**config.mk**
```make
export PLATFORM = sky130hd
export DESIGN_NAME = i80w_seq
export DESIGN_NICKNAME = d
export VERILOG_FILES = /design/src/rtl/i80w_pkg.sv /design/src/rtl/i80w_req_latch.sv /design/src/rtl/i80w_phase_cnt.sv /design/src/rtl/i80w_pin_drv.sv /design/src/rtl/i80w_seq.sv
export SDC_FILE = /design/constraint.sdc
export NUM_CORES = 1
export LEC_CHECK = 0
export BUFFER_PORTS_ARGS = -buffer_cell sky130_fd_sc_hd__buf_2
export CAP_MARGIN = 20
export CORE_MARGIN = 4
export CORE_UTILIZATION = 54
export DETAILED_ROUTE_END_ITERATION = 6
export GPL_TIMING_DRIVEN = 0
export PLACE_DENSITY = 0.82
export SETUP_SLACK_MARGIN = 0.1
export SLEW_MARGIN = 20
export SYNTH_ARGS = -nofsm -noshare
export SYNTH_HDL_FRONTEND = slang
export SYNTH_SLANG_ARGS = --single-unit
```
**constraint.sdc**
```tcl
create_clock -name clk -period 3.67 [get_ports clk]
set_input_delay 1.101 -clock clk [delete_from_list [all_inputs] [get_ports clk]]
set_output_delay 1.101 -clock clk [all_outputs]
set_load 0.02 [all_outputs]
```
**src/rtl/i80w_pkg.sv**
```systemverilog
package i80w_pkg;
  localparam int PH_N = 4;

  typedef enum logic [2:0] {
    ST_IDLE = 3'd0,
    ST_ADDR = 3'd1,
    ST_CSSU = 3'd2,
    ST_STRB = 3'd3,
    ST_HOLD = 3'd4
  } seq_st_e;

  // index of each phase length in the length arrays
  localparam int PH_ADDR = 0;
  localparam int PH_CSSU = 1;
  localparam int PH_STRB = 2;
  localparam int PH_HOLD = 3;
endpackage

```
**src/rtl/i80w_req_latch.sv**
```systemverilog
module i80w_req_latch
  import i80w_pkg::*;
#(
  parameter int DW      = 8,
  parameter int TW      = 4,
  parameter int DEF_CS  = 0,
  parameter int DEF_WS  = 0,
  parameter int DEF_WA  = 1,
  parameter int DEF_WH  = 0
) (
  input  logic                     clk,
  input  logic                     rst,
  input  logic                     capture,
  input  logic                     use_cfg,
  input  logic [PH_N-1:0][TW-1:0]  cfg_len,
  input  logic                     cmd,
  input  logic [DW-1:0]            data,
  output logic [PH_N-1:0][TW-1:0]  sel_len,
  output logic [PH_N-1:0][TW-1:0]  len_q,
  output logic                     rs_q,
  output logic [DW-1:0]            data_q
);
  for (genvar p = 0; p < PH_N; p++) begin : g_len
    localparam int DEF_I = (p == PH_ADDR) ? DEF_CS :
                           (p == PH_CSSU) ? DEF_WS :
                           (p == PH_STRB) ? DEF_WA : DEF_WH;
    localparam logic [TW-1:0] DEF_V = TW'(DEF_I);

    assign sel_len[p] = use_cfg ? cfg_len[p] : DEF_V;

    always_ff @(posedge clk) begin
      if (rst)          len_q[p] <= DEF_V;
      else if (capture) len_q[p] <= sel_len[p];
    end
  end

  always_ff @(posedge clk) begin
    if (rst) begin
      rs_q   <= 1'b1;
      data_q <= '0;
    end else if (capture) begin
      rs_q   <= ~cmd;
      data_q <= data;
    end
  end
endmodule

```
**src/rtl/i80w_phase_cnt.sv**
```systemverilog
module i80w_phase_cnt #(
  parameter int TW = 4
) (
  input  logic          clk,
  input  logic          rst,
  input  logic          load,
  input  logic [TW-1:0] load_val,
  output logic          last
);
  logic [TW-1:0] cnt_q;

  always_ff @(posedge clk) begin
    if (rst)                cnt_q <= '0;
    else if (load)          cnt_q <= load_val;
    else if (cnt_q != '0)   cnt_q <= cnt_q - 1'b1;
  end

  assign last = (cnt_q == '0);
endmodule

```
**src/rtl/i80w_pin_drv.sv**
```systemverilog
module i80w_pin_drv
  import i80w_pkg::*;
(
  input  logic    clk,
  input  logic    rst,
  input  seq_st_e st_next,
  output logic    cs_n,
  output logic    wr_n,
  output logic    oe
);
  logic cs_d, wr_d, oe_d;

  always_comb begin
    cs_d = (st_next == ST_CSSU) || (st_next == ST_STRB) || (st_next == ST_HOLD);
    wr_d = (st_next == ST_STRB);
    oe_d = (st_next == ST_STRB) || (st_next == ST_HOLD);
  end

  // registered pins: no decode glitches reach the panel
  always_ff @(posedge clk) begin
    if (rst) begin
      cs_n <= 1'b1;
      wr_n <= 1'b1;
      oe   <= 1'b0;
    end else begin
      cs_n <= ~cs_d;
      wr_n <= ~wr_d;
      oe   <= oe_d;
    end
  end
endmodule

```
**src/rtl/i80w_seq.sv**
```systemverilog
module i80w_seq
  import i80w_pkg::*;
#(
  parameter int DW     = 8,
  parameter int TW     = 4,
  parameter int DEF_CS = 0,
  parameter int DEF_WS = 0,
  parameter int DEF_WA = 1,
  parameter int DEF_WH = 0
) (
  input  logic          clk,
  input  logic          rst,
  input  logic          cfg_use,
  input  logic [TW-1:0] cfg_cs_setup,
  input  logic [TW-1:0] cfg_wr_setup,
  input  logic [TW-1:0] cfg_wr_active,
  input  logic [TW-1:0] cfg_wr_hold,
  input  logic          req_valid,
  output logic          req_ready,
  input  logic          req_cmd,
  input  logic [DW-1:0] req_data,
  output logic          lcd_rs,
  output logic          lcd_cs_n,
  output logic          lcd_wr_n,
  output logic [DW-1:0] lcd_data,
  output logic          lcd_data_oe,
  output logic          busy,
  output logic          done
);
  seq_st_e st_q, st_d;
  logic    accept;
  logic    cnt_load, cnt_last, done_d;
  logic [TW-1:0] cnt_val;
  logic [PH_N-1:0][TW-1:0] cfg_len, sel_len, len_q;

  assign cfg_len[PH_ADDR] = cfg_cs_setup;
  assign cfg_len[PH_CSSU] = cfg_wr_setup;
  assign cfg_len[PH_STRB] = cfg_wr_active;
  assign cfg_len[PH_HOLD] = cfg_wr_hold;

  assign req_ready = (st_q == ST_IDLE);
  assign busy      = (st_q != ST_IDLE);
  assign accept    = req_valid && req_ready;

  i80w_req_latch #(
    .DW(DW), .TW(TW),
    .DEF_CS(DEF_CS), .DEF_WS(DEF_WS), .DEF_WA(DEF_WA), .DEF_WH(DEF_WH)
  ) u_latch (
    .clk     (clk),
    .rst     (rst),
    .capture (accept),
    .use_cfg (cfg_use),
    .cfg_len (cfg_len),
    .cmd     (req_cmd),
    .data    (req_data),
    .sel_len (sel_len),
    .len_q   (len_q),
    .rs_q    (lcd_rs),
    .data_q  (lcd_data)
  );

  i80w_phase_cnt #(.TW(TW)) u_cnt (
    .clk      (clk),
    .rst      (rst),
    .load     (cnt_load),
    .load_val (cnt_val),
    .last     (cnt_last)
  );

  // phase sequencing: each phase runs its length plus one cycle
  always_comb begin
    st_d     = st_q;
    cnt_load = 1'b0;
    cnt_val  = '0;
    done_d   = 1'b0;
    unique case (st_q)
      ST_IDLE: if (accept) begin
        st_d     = ST_ADDR;
        cnt_load = 1'b1;
        cnt_val  = sel_len[PH_ADDR];
      end
      ST_ADDR: if (cnt_last) begin
        st_d     = ST_CSSU;
        cnt_load = 1'b1;
        cnt_val  = len_q[PH_CSSU];
      end
      ST_CSSU: if (cnt_last) begin
        st_d     = ST_STRB;
        cnt_load = 1'b1;
        cnt_val  = len_q[PH_STRB];
      end
      ST_STRB: if (cnt_last) begin
        st_d     = ST_HOLD;
        cnt_load = 1'b1;
        cnt_val  = len_q[PH_HOLD];
      end
      ST_HOLD: if (cnt_last) begin
        st_d   = ST_IDLE;
        done_d = 1'b1;
      end
      default: st_d = ST_IDLE;
    endcase
  end

  always_ff @(posedge clk) begin
    if (rst) begin
      st_q <= ST_IDLE;
      done <= 1'b0;
    end else begin
      st_q <= st_d;
      done <= done_d;
    end
  end

  i80w_pin_drv u_pins (
    .clk     (clk),
    .rst     (rst),
    .st_next (rst ? ST_IDLE : st_d),
    .cs_n    (lcd_cs_n),
    .wr_n    (lcd_wr_n),
    .oe      (lcd_data_oe)
  );
endmodule

```
==> flow_metrics.py <==
metrics = {
    "status": {
        "status": "finished clean",
    },
    "layout": {
        "area_growth_pct": 22.16,
        "multiInputGateArea_um2": 750.7,
        "fin_util_pct": 71.29,
        "drive_above_1_share_pct": 34.09,
        "final_cells": 250,
        "nets": 249,
        "fin_area_um2": 1814,
        "diodes": 0,
        "ff_latch_area_um2": 640.6,
        "fillers": 207,
    },
    "placed_design": {
        "port_buffers": 43,
        "placed_cell_area_um2": 1738,
        "place_hpwl_mm": 2.543,
        "gp_congestion": 0.8580,
        "place_inst": 242,
    },
    "synth": {
        "post-synth-top-count-cell": "dfxtp_1",
        "ys_seq_area_share_pct": 43.13,
        "synthArstFlopShare_pct": 0,
        "synth.largest_area_cell": "dfxtp_1",
        "synth_area_leaders": "dfxtp_1 43%, nand2_1 7.8%, a21oi_1 7.8%, nand3_1 4.7%, mux2_2 4.5%",
        "ys_top_cells_by_count": "32 x dfxtp_1, 31 x nand2_1, 23 x a21oi_1",
        "ys.flop_type": "dfxtp_1",
        "synth.avg_cell_area_um2": 8.788,
        "syn_area_um2": 1485,
        "yosysWarnings": 0,
        "yosysTopAreaCellShare_pct": 43.13,
        "synth_edf_count": 0,
        "synthCells": 169,
        "syn_nets": 199,
        "ys_ff_latch": 32,
        "synth_cell_types": 36,
    },
    "cts": {
        "cts_sinks": 32,
        "clock_path_buffers": 2,
        "post_cts_buffers": 0,
        "cts-root-buf": "clkbuf_4",
        "clk_pin_slew_ns": 0.10,
        "numCtsBuffers": 5,
        "cts_tree": "yes",
        "clock_latency_ns": 0.34,
        "cts_max_level": 2,
        "cts_hold_buffers": 0,
        "cts.repair.resized": 0,
    },
    "floorplan": {
        "fp.dieH_um": 60.45,
        "top_level_ports": 44,
        "die_w_um": 60.45,
        "dieArea_um2": 3654,
        "rows": 18,
        "start_util_pct": 58.36,
        "core_region_area_um2": 2545,
    },
    "worst_setup_path": {
        "arrival_ns": 1.42,
        "critical_path_class": "flop to primary output",
        "cp_num_buf_inv": 3,
        "slowest_stage": "dfxtp_1",
        "crit_path_cell_trace": "buf_2, nor2_1, nand2_1, inv_1, buf_2",
        "rrSetupSlack_ns": 1.82,
        "r2r_start": "u_cnt.cnt_q[0]",
        "slowest_delay_ns": 0.44,
        "r2r-end": "u_cnt.cnt_q[2]",
        "reg2reg_depth": 7,
        "crit_fanout": 10,
        "worstSetupStartpointType": "flop",
        "endpoint_kind": "primary output",
        "required_ns": 2.57,
        "crit_top_cell": "buf_2",
        "cp_top_family": "buffers and inverters",
    },
    "global_routing": {
        "globalRouteTotalUtil_pct": 20.32,
        "grt_pass1_vias": 1264,
        "grt_overflow": 0,
        "grt_start_max_net_pins": 11,
        "grt_pass1_wl_mm": 5.561,
        "antenna_found_initial": 0,
    },
    "sta": {
        "finalClockSkew_ns": 0.007749,
        "fin_crit_sh_pct": 68.80,
        "setup_viol": 0,
        "finalHoldViolCount": 0,
        "tns_ns": 0,
        "fin_crit_ns": 2.525,
        "tightest_slew_ns": 0.5817,
        "maxSlewHeadroom_pct": 61.13,
        "fmax_ghz": 0.3961,
        "rsz0062_at_grt": "false",
        "maxSlewViolCount": 0,
    },
    "min_path": {
        "hold_depth": 2,
        "hp-class": "flop to flop",
        "holdPathEnd": "u_latch.len_q[15]",
        "holdCritStartpoint": "u_latch.len_q[15]",
    },
    "power": {
        "powerDensity_nw_per_um2": 728.3,
        "leakage_nw": 0.7733,
        "ir_drop_mv": 0.4769,
    },
    "drt": {
        "drc": 0,
        "first_pass_iters": 4,
        "detail-route-antenna-nets": 0,
        "vias": 1358,
        "wl_mm": 3.423,
        "vias_per_cell": 5.432,
        "drtIter0Drc": 34,
        "wl_per_cell_um": 13.69,
    },
    "job": {
        "maxCapViolCount": 0,
    },
}
## cells by family (layout without fill, tap and decap cells)
kind of cell             after synthesis  after routing  synth area share, %
AO/OA/AOI/OAI                         42             42                19.71
XOR/XNOR                               2              2                1.180
adder cells (fa/ha/maj)                1              1               0.8423
buffers and inverters                 17             68                6.318
flip-flops                            32             32                43.13
multiplexers                           8              8                5.897
AND/OR/NAND/NOR                       67             67                22.92
## how the worst max path moves through the flow
stage,from,endpoint,slack (ns),cells after the start
2_1_floorplan,req_valid,u_cnt.cnt_q[1],1.51,5
3_3_place_gp,req_valid,u_cnt.cnt_q[2],1.33,6
3_5_place_dp,req_valid,u_cnt.cnt_q[2],1.30,6
5_1_grt,st_q[0],req_ready,1.04,5
6_report,st_q[1],req_ready,1.15,5
4_1_cts,st_q[0],req_ready,1.14,5
## final cells by class
class                           instances  share of cell area (%)
Multi-Input combinational cell        120                   41.38
Buffer                                 13                   4.345
Clock inverter                          2                   1.931
Timing Repair Buffer                   43                   11.86
Clock buffer                            6                   2.276
Sequential cell                        32                   35.31
Tap cell                               30                   2.069
Inverter                                4                  0.8276
## cells in the final DEF, fill, tap and decap left out, types with 4 or more instances in the layout
cell and instances:
buf_2 49, dfxtp_1 32, nand2_1 31, a21oi_1 23, nand3_1 14, nor2_1 7
mux2_2 6, clkbuf_4 5, inv_1 4, nor3_1 4, clkbuf_1 4
## through the flow
step | setup WS [ns] | hold WS, ns | power [W]
2_1_floorplan | 1.511 | 0.4285 | 0.0009210
5_1_grt | 1.042 | 0.4797 | 0.001412
3_5_place_dp | 1.304 | 0.4446 | 0.001059
6_report | 1.145 | 0.4534 | 0.001321
3_3_place_gp | 1.331 | 0.4378 | 0.001041
4_1_cts | 1.143 | 0.4561 | 0.001322
## worst min-delay path, stage by stage, from the launching register on
cell and delay [ns]:
dfxtp_1 0.32, nand2_1 0.05, a21oi_1 0.05
## routing by layer
layer	vias to the layer above	wire, um	GRT usage, %
li1	691	-	-
met2	42	1674	33.80
met4	0	53	8.050
met3	8	230	6.809
met1	617	1465	24.25
met5	-	0	0
## power by group
group	switching [W]	internal [W]
Sequential	0.0000483	0.000413
Clock	0.000122	0.000143
Combinational	0.000346	0.000249
## state kept, by name, summed over array words and instances (netlist names)
| register | flops |
|---|---|
| u_pins.cs_n | 1 |
| u_cnt.cnt_q | 4 |
| u_latch.data_q | 8 |
| u_latch.len_q | 12 |
| done | 1 |
| u_pins.oe | 1 |
| st_q | 3 |
| u_pins.wr_n | 1 |
| u_latch.rs_q | 1 |
(Power assumes the default switching activity.)
